`src/rtl/smul_pkg.sv`:
```
package smul_pkg;

  typedef enum logic [1:0] {
    ST_IDLE  = 2'd0,
    ST_SCAN  = 2'd1,
    ST_SHIFT = 2'd2,
    ST_DONE  = 2'd3
  } smul_state_t;

endpackage

```
`src/rtl/smul_adder.sv`:
```
module smul_adder #(
  parameter int OPW = 4
) (
  input  logic [OPW-1:0] part_i,
  input  logic [OPW-1:0] mcand_i,
  output logic [OPW:0]   sum_o
);

  always_comb begin
    sum_o = {1'b0, part_i} + {1'b0, mcand_i};
  end

endmodule

```
`src/rtl/smul_accum.sv`:
```
module smul_accum #(
  parameter int OPW = 4,
  localparam int ACCW = 2 * OPW + 1
) (
  input  logic            clk,
  input  logic            rst,
  input  logic            ld,
  input  logic            ad,
  input  logic            sh,
  input  logic [OPW-1:0]  mcand_in,
  input  logic [OPW-1:0]  mplier_in,
  output logic [ACCW-1:0] acc_o,
  output logic [OPW-1:0]  mcand_o
);

  logic [ACCW-1:0] acc_q;
  logic [OPW-1:0]  mcand_q;
  logic [OPW:0]    sum_w;

  smul_adder #(.OPW(OPW)) adder_i (
    .part_i  (acc_q[2*OPW-1:OPW]),
    .mcand_i (mcand_q),
    .sum_o   (sum_w)
  );

  always_ff @(posedge clk) begin
    if (rst) begin
      acc_q   <= '0;
      mcand_q <= '0;
    end else if (ld) begin
      acc_q   <= {{(OPW+1){1'b0}}, mplier_in};
      mcand_q <= mcand_in;
    end else if (ad) begin
      acc_q[ACCW-1:OPW] <= sum_w;
    end else if (sh) begin
      acc_q <= {1'b0, acc_q[ACCW-1:1]};
    end
  end

  assign acc_o   = acc_q;
  assign mcand_o = mcand_q;

endmodule

```
`src/rtl/smul_step_counter.sv`:
```
module smul_step_counter #(
  parameter int OPW = 4,
  localparam int CW = (OPW > 1) ? $clog2(OPW) : 1
) (
  input  logic clk,
  input  logic rst,
  input  logic clr,
  input  logic step,
  output logic last_o
);

  logic [CW-1:0] cnt_q;

  always_ff @(posedge clk) begin
    if (rst || clr) begin
      cnt_q <= '0;
    end else if (step) begin
      cnt_q <= cnt_q + 1'b1;
    end
  end

  assign last_o = step && (cnt_q == CW'(OPW - 1));

endmodule

```
`src/rtl/smul_seq.sv`:
```
module smul_seq
  import smul_pkg::*;
(
  input  logic clk,
  input  logic rst,
  input  logic start,
  input  logic lsb,
  input  logic last,
  output logic ld,
  output logic ad,
  output logic sh,
  output logic done
);

  smul_state_t st_q, st_d;

  always_comb begin
    st_d = st_q;
    ld   = 1'b0;
    ad   = 1'b0;
    sh   = 1'b0;
    unique case (st_q)
      ST_IDLE: begin
        if (start) begin
          ld   = 1'b1;
          st_d = ST_SCAN;
        end
      end
      ST_SCAN: begin
        if (lsb) begin
          ad   = 1'b1;
          st_d = ST_SHIFT;
        end else begin
          sh   = 1'b1;
          st_d = last ? ST_DONE : ST_SCAN;
        end
      end
      ST_SHIFT: begin
        sh   = 1'b1;
        st_d = last ? ST_DONE : ST_SCAN;
      end
      ST_DONE: begin
        st_d = ST_IDLE;
      end
      default: st_d = ST_IDLE;
    endcase
  end

  always_ff @(posedge clk) begin
    if (rst) st_q <= ST_IDLE;
    else     st_q <= st_d;
  end

  assign done = (st_q == ST_DONE);

endmodule

```
`src/rtl/smul_top.sv`:
```
module smul_top #(
  parameter int OPW = 4,
  localparam int ACCW = 2 * OPW + 1
) (
  input  logic             clk,
  input  logic             rst,
  input  logic             start,
  input  logic [OPW-1:0]   mcand_in,
  input  logic [OPW-1:0]   mplier_in,
  output logic [2*OPW-1:0] product,
  output logic             done
);

  logic            ld_w, ad_w, sh_w, last_w;
  logic [ACCW-1:0] acc_w;
  logic [OPW-1:0]  mcand_w;

  smul_seq seq_i (
    .clk   (clk),
    .rst   (rst),
    .start (start),
    .lsb   (acc_w[0]),
    .last  (last_w),
    .ld    (ld_w),
    .ad    (ad_w),
    .sh    (sh_w),
    .done  (done)
  );

  smul_step_counter #(.OPW(OPW)) cnt_i (
    .clk    (clk),
    .rst    (rst),
    .clr    (ld_w),
    .step   (sh_w),
    .last_o (last_w)
  );

  smul_accum #(.OPW(OPW)) acc_i (
    .clk       (clk),
    .rst       (rst),
    .ld        (ld_w),
    .ad        (ad_w),
    .sh        (sh_w),
    .mcand_in  (mcand_in),
    .mplier_in (mplier_in),
    .acc_o     (acc_w),
    .mcand_o   (mcand_w)
  );

  assign product = acc_w[2*OPW-1:0];

endmodule

```
`config.mk`:
```
export PLATFORM = sky130hd
export DESIGN_NAME = smul_top
export DESIGN_NICKNAME = d
export VERILOG_FILES = /design/src/rtl/smul_pkg.sv /design/src/rtl/smul_adder.sv /design/src/rtl/smul_accum.sv /design/src/rtl/smul_step_counter.sv /design/src/rtl/smul_seq.sv /design/src/rtl/smul_top.sv
export SDC_FILE = /design/constraint.sdc
export NUM_CORES = 1
export LEC_CHECK = 0
export ABC_AREA = 1
export BUFFER_PORTS_ARGS = -buffer_cell sky130_fd_sc_hd__buf_2
export CORE_UTILIZATION = 40
export CTS_CLUSTER_DIAMETER = 100
export DETAILED_ROUTE_END_ITERATION = 7
export PLACE_DENSITY = 0.6
export SKIP_CTS_REPAIR_TIMING = 1
export SLEW_MARGIN = 20
export SYNTH_ARGS = -nofsm -noshare
export SYNTH_HDL_FRONTEND = slang
export SYNTH_SLANG_ARGS = --single-unit
```
`constraint.sdc`:
```
create_clock -name clk -period 1.35 [get_ports clk]
set_input_delay 0.135 -clock clk [delete_from_list [all_inputs] [get_ports clk]]
set_output_delay 0.135 -clock clk [all_outputs]
set_load 0.01 [all_outputs]
```
==> run_results.csv <==
group,metric,value,unit
status,status,"finished, violations left",
status,violations,"negative setup slack",
yosys,synth_top_family_by_area,"simple AND/OR/NAND/NOR gates",
grt,grt_pass1_wl,3360,µm
power_and_ir_drop,power_leakage,0.590,nW
timing,fin_ws,-0.0372,ns
timing,finalMaxSlewViolations,0,
grt,grt.total_usage,0.159,
yosys,synthAdderAreaFrac,0.135,
timing,finalSetupViolations,2,
layout,final_common_cell,"nand2_1",
yosys,synthesis.nets,168,
layout,multi_input_area,694,µm²
layout,register_area,347,µm²
die,die_y,53.8,µm
setup_path,crit_slowest_cell,"dfxtp_2",
yosys,syn_inst,146,
timing,fmax,0.721,GHz
timing,worstMarginPinSlew,0.273,ns
clocking,clock-root-buffer,"clkbuf_4",
power_and_ir_drop,finalPower,1.07,mW
setup_path,timing.critical_path.required,1.58,ns
grt,grt_overflow_total,0,
layout,syn2layout_area_growth,22.0,%
routing,routedWlPerCell,10.8,µm
timing,period_needed,1.39,ns
grt,grt_pass1_vias,808,
placement,place_congestion,0.762,
setup_path,crit_arrival,1.62,ns
yosys,yosysWarnings,0,
yosys,synthMuxAreaShare,0,
layout,num_antenna_cells,0,
die,dieWidth,53.8,µm
clocking,clkLatencyLatePin,0.29,ns
setup_path,worst-setup-path-type,"register to register",
layout,layout_common_cells,"nand2_1 (31), buf_2 (19), dfxtp_1 (14)",
setup_path,cp-start-kind,"register",
yosys,ys_seq_area_frac,0.317,
grt,antenna_found_initial,0,
flow_run,drv_cap,0,
timing,whs,0.0745,ns
setup_path,critPathMaxStageDelay,0.37,ns
routing,drtPass1Iterations,4,
routing,vias_per_cell,4.82,
yosys,synth_xor_xnor_area_share,0.00815,
placement,place_hpwl,1610,µm
die,ios,20,
power_and_ir_drop,powerDensity,816,nW/µm²
layout,drive_gt1_frac,0.358,
die,fp-row-count,18,
timing,clock_skew,0.00112,ns
timing,slew_headroom,0.818,
setup_path,r2r_cells,9,
placement,port_buffers,19,
yosys,synth_cell_types,21,
yosys,synth_compound_area_frac,0.121,
power_and_ir_drop,ir_worst_vdd,520,µV
yosys,syn_area,1070,µm²
routing,drt-total-wl,2110,µm
timing,finalHoldViolCount,0,
setup_path,cp_max_fo,2,
yosys,avgSynthCellArea,7.36,µm²
clocking,clock_sinks,17,
clocking,cts-buffers-inserted,3,
clocking,h-tree-depth,1,
die,initial_core_util,0.430,
yosys,synthSimpleGateAreaFrac,0.283,
setup_path,path_cells,"ha_4 -> inv_2 -> fa_2 -> inv_2 -> nor2_1 -> nand3b_1 -> nand2_1 -> nand2_1 -> a21oi_2",
routing,vias,940,
min_path,holdPathStages,2,
clocking,cts_max_path_buffers,2,
clocking,cts.clk_slew.worst_paths,0.11,ns
timing,rsz0062_at_grt,"yes",
min_path,hold_path.class,"primary input to register",
yosys,ys_ff_latch,17,
layout,final_util,0.525,
die,core,2500,µm²
clocking,cts_tree,"built",
routing,dr.first_iter.drc_count,17,
placement,preCtsSetupSlack,-0.0490,ns
grt,grt_max_degree,13,
routing,drc,0,
timing,fin_crit_sh,1.03,
die,die_area,2900,µm²
layout,nFillCells,266,
routing,ant_nets,0,
setup_path,endpoint_kind,"register",
layout,nets,188,
[registers in the layout (all words and copies together) (netlist names)]
name,count
acc_i.acc_o,9
acc_i.mcand_o,4
cnt_i.cnt_q,2
seq_i.st_q,2
[layout make-up]
type,count,share of cell area
well taps,30,0.0286
repair buffers,25,0.107
clock buffers,4,0.0200
multi-input cells,102,0.530
flip-flops and latches,17,0.264
inverters,17,0.0506
[through the flow]
step | cell area, µm² | cells | setup TNS [ns]
after CTS | 1210 | 195 | -0.475
after floorplan | 1090 | 146 | 0
after global placement | 1180 | 191 | -0.0593
after detailed placement | 1180 | 191 | -0.226
after global routing | 1310 | 195 | -0.387
final | 1310 | 195 | -0.0704
[worst paths after layout]
path                                                    start                     endpoint  slack [ns]
worst max register to register  acc_i.mcand_o[0]$_SDFFE_PP0P_  acc_i.acc_o[6]$_SDFFE_PP0P_       -0.04
worst min register to register    cnt_i.cnt_q[1]$_SDFFE_PP0P_  cnt_i.cnt_q[1]$_SDFFE_PP0P_        0.49
worst min-delay path                                      rst  acc_i.acc_o[3]$_SDFFE_PP0P_        0.07
worst max-delay path            acc_i.mcand_o[0]$_SDFFE_PP0P_  acc_i.acc_o[6]$_SDFFE_PP0P_       -0.04
[Yosys cell counts]
cell | n | share of area
nand3_2 | 1 | 0.0093
nand3b_1 | 1 | 0.0070
nand2_1 | 32 | 0.11
nand2_2 | 4 | 0.023
fa_1 | 1 | 0.019
dfxtp_1 | 17 | 0.32
inv_2 | 1 | 0.0035
xor2_1 | 1 | 0.0082
nand3_1 | 12 | 0.056
a31oi_1 | 1 | 0.0058
buf_4 | 8 | 0.056
nor2_1 | 11 | 0.038
inv_1 | 16 | 0.056
buf_6 | 2 | 0.021
o21ai_1 | 1 | 0.0047
nand2_4 | 3 | 0.031
a21oi_2 | 1 | 0.0082
ha_1 | 10 | 0.12
a21oi_1 | 14 | 0.065
nand4_1 | 1 | 0.0058
o21ai_0 | 8 | 0.037
[layer usage]
| metal | track usage | wire, µm | part of all wire |
|---|---|---|---|
| met1 | 0.211 | 1020 | 0.48 |
| met5 | 0 | 0 | 0 |
| met2 | 0.253 | 1020 | 0.48 |
| met4 | 0.0658 | 13 | 0.0062 |
| met3 | 0.0254 | 60 | 0.028 |
[cell families after synthesis]
logic type,after synthesis
buf+inv,27
simple gates,65
xor+xnor,1
fa+ha+maj,11
flops,17
compound gates,25
[worst max-delay path: cells and delay by family, from the launching register on]
kind,cells,cell delay (ns)
AOI/OAI and AO/OA,1,0.10
buffers and inverters,2,0.10
DFF,1,0.37
adders and majority gates,2,0.46
and+or+nand+nor,4,0.30
[power by group]
| part | switching (mW) | internal, mW | leakage [nW] | total, mW |
|---|---|---|---|---|
| clock | 0.169 | 0.115 | 0.0150 | 0.283 |
| sequential | 0.0221 | 0.526 | 0.140 | 0.548 |
| combinational | 0.143 | 0.0964 | 0.435 | 0.239 |
| total | 0.334 | 0.737 | 0.590 | 1.07 |
(Power assumes the default switching activity.)
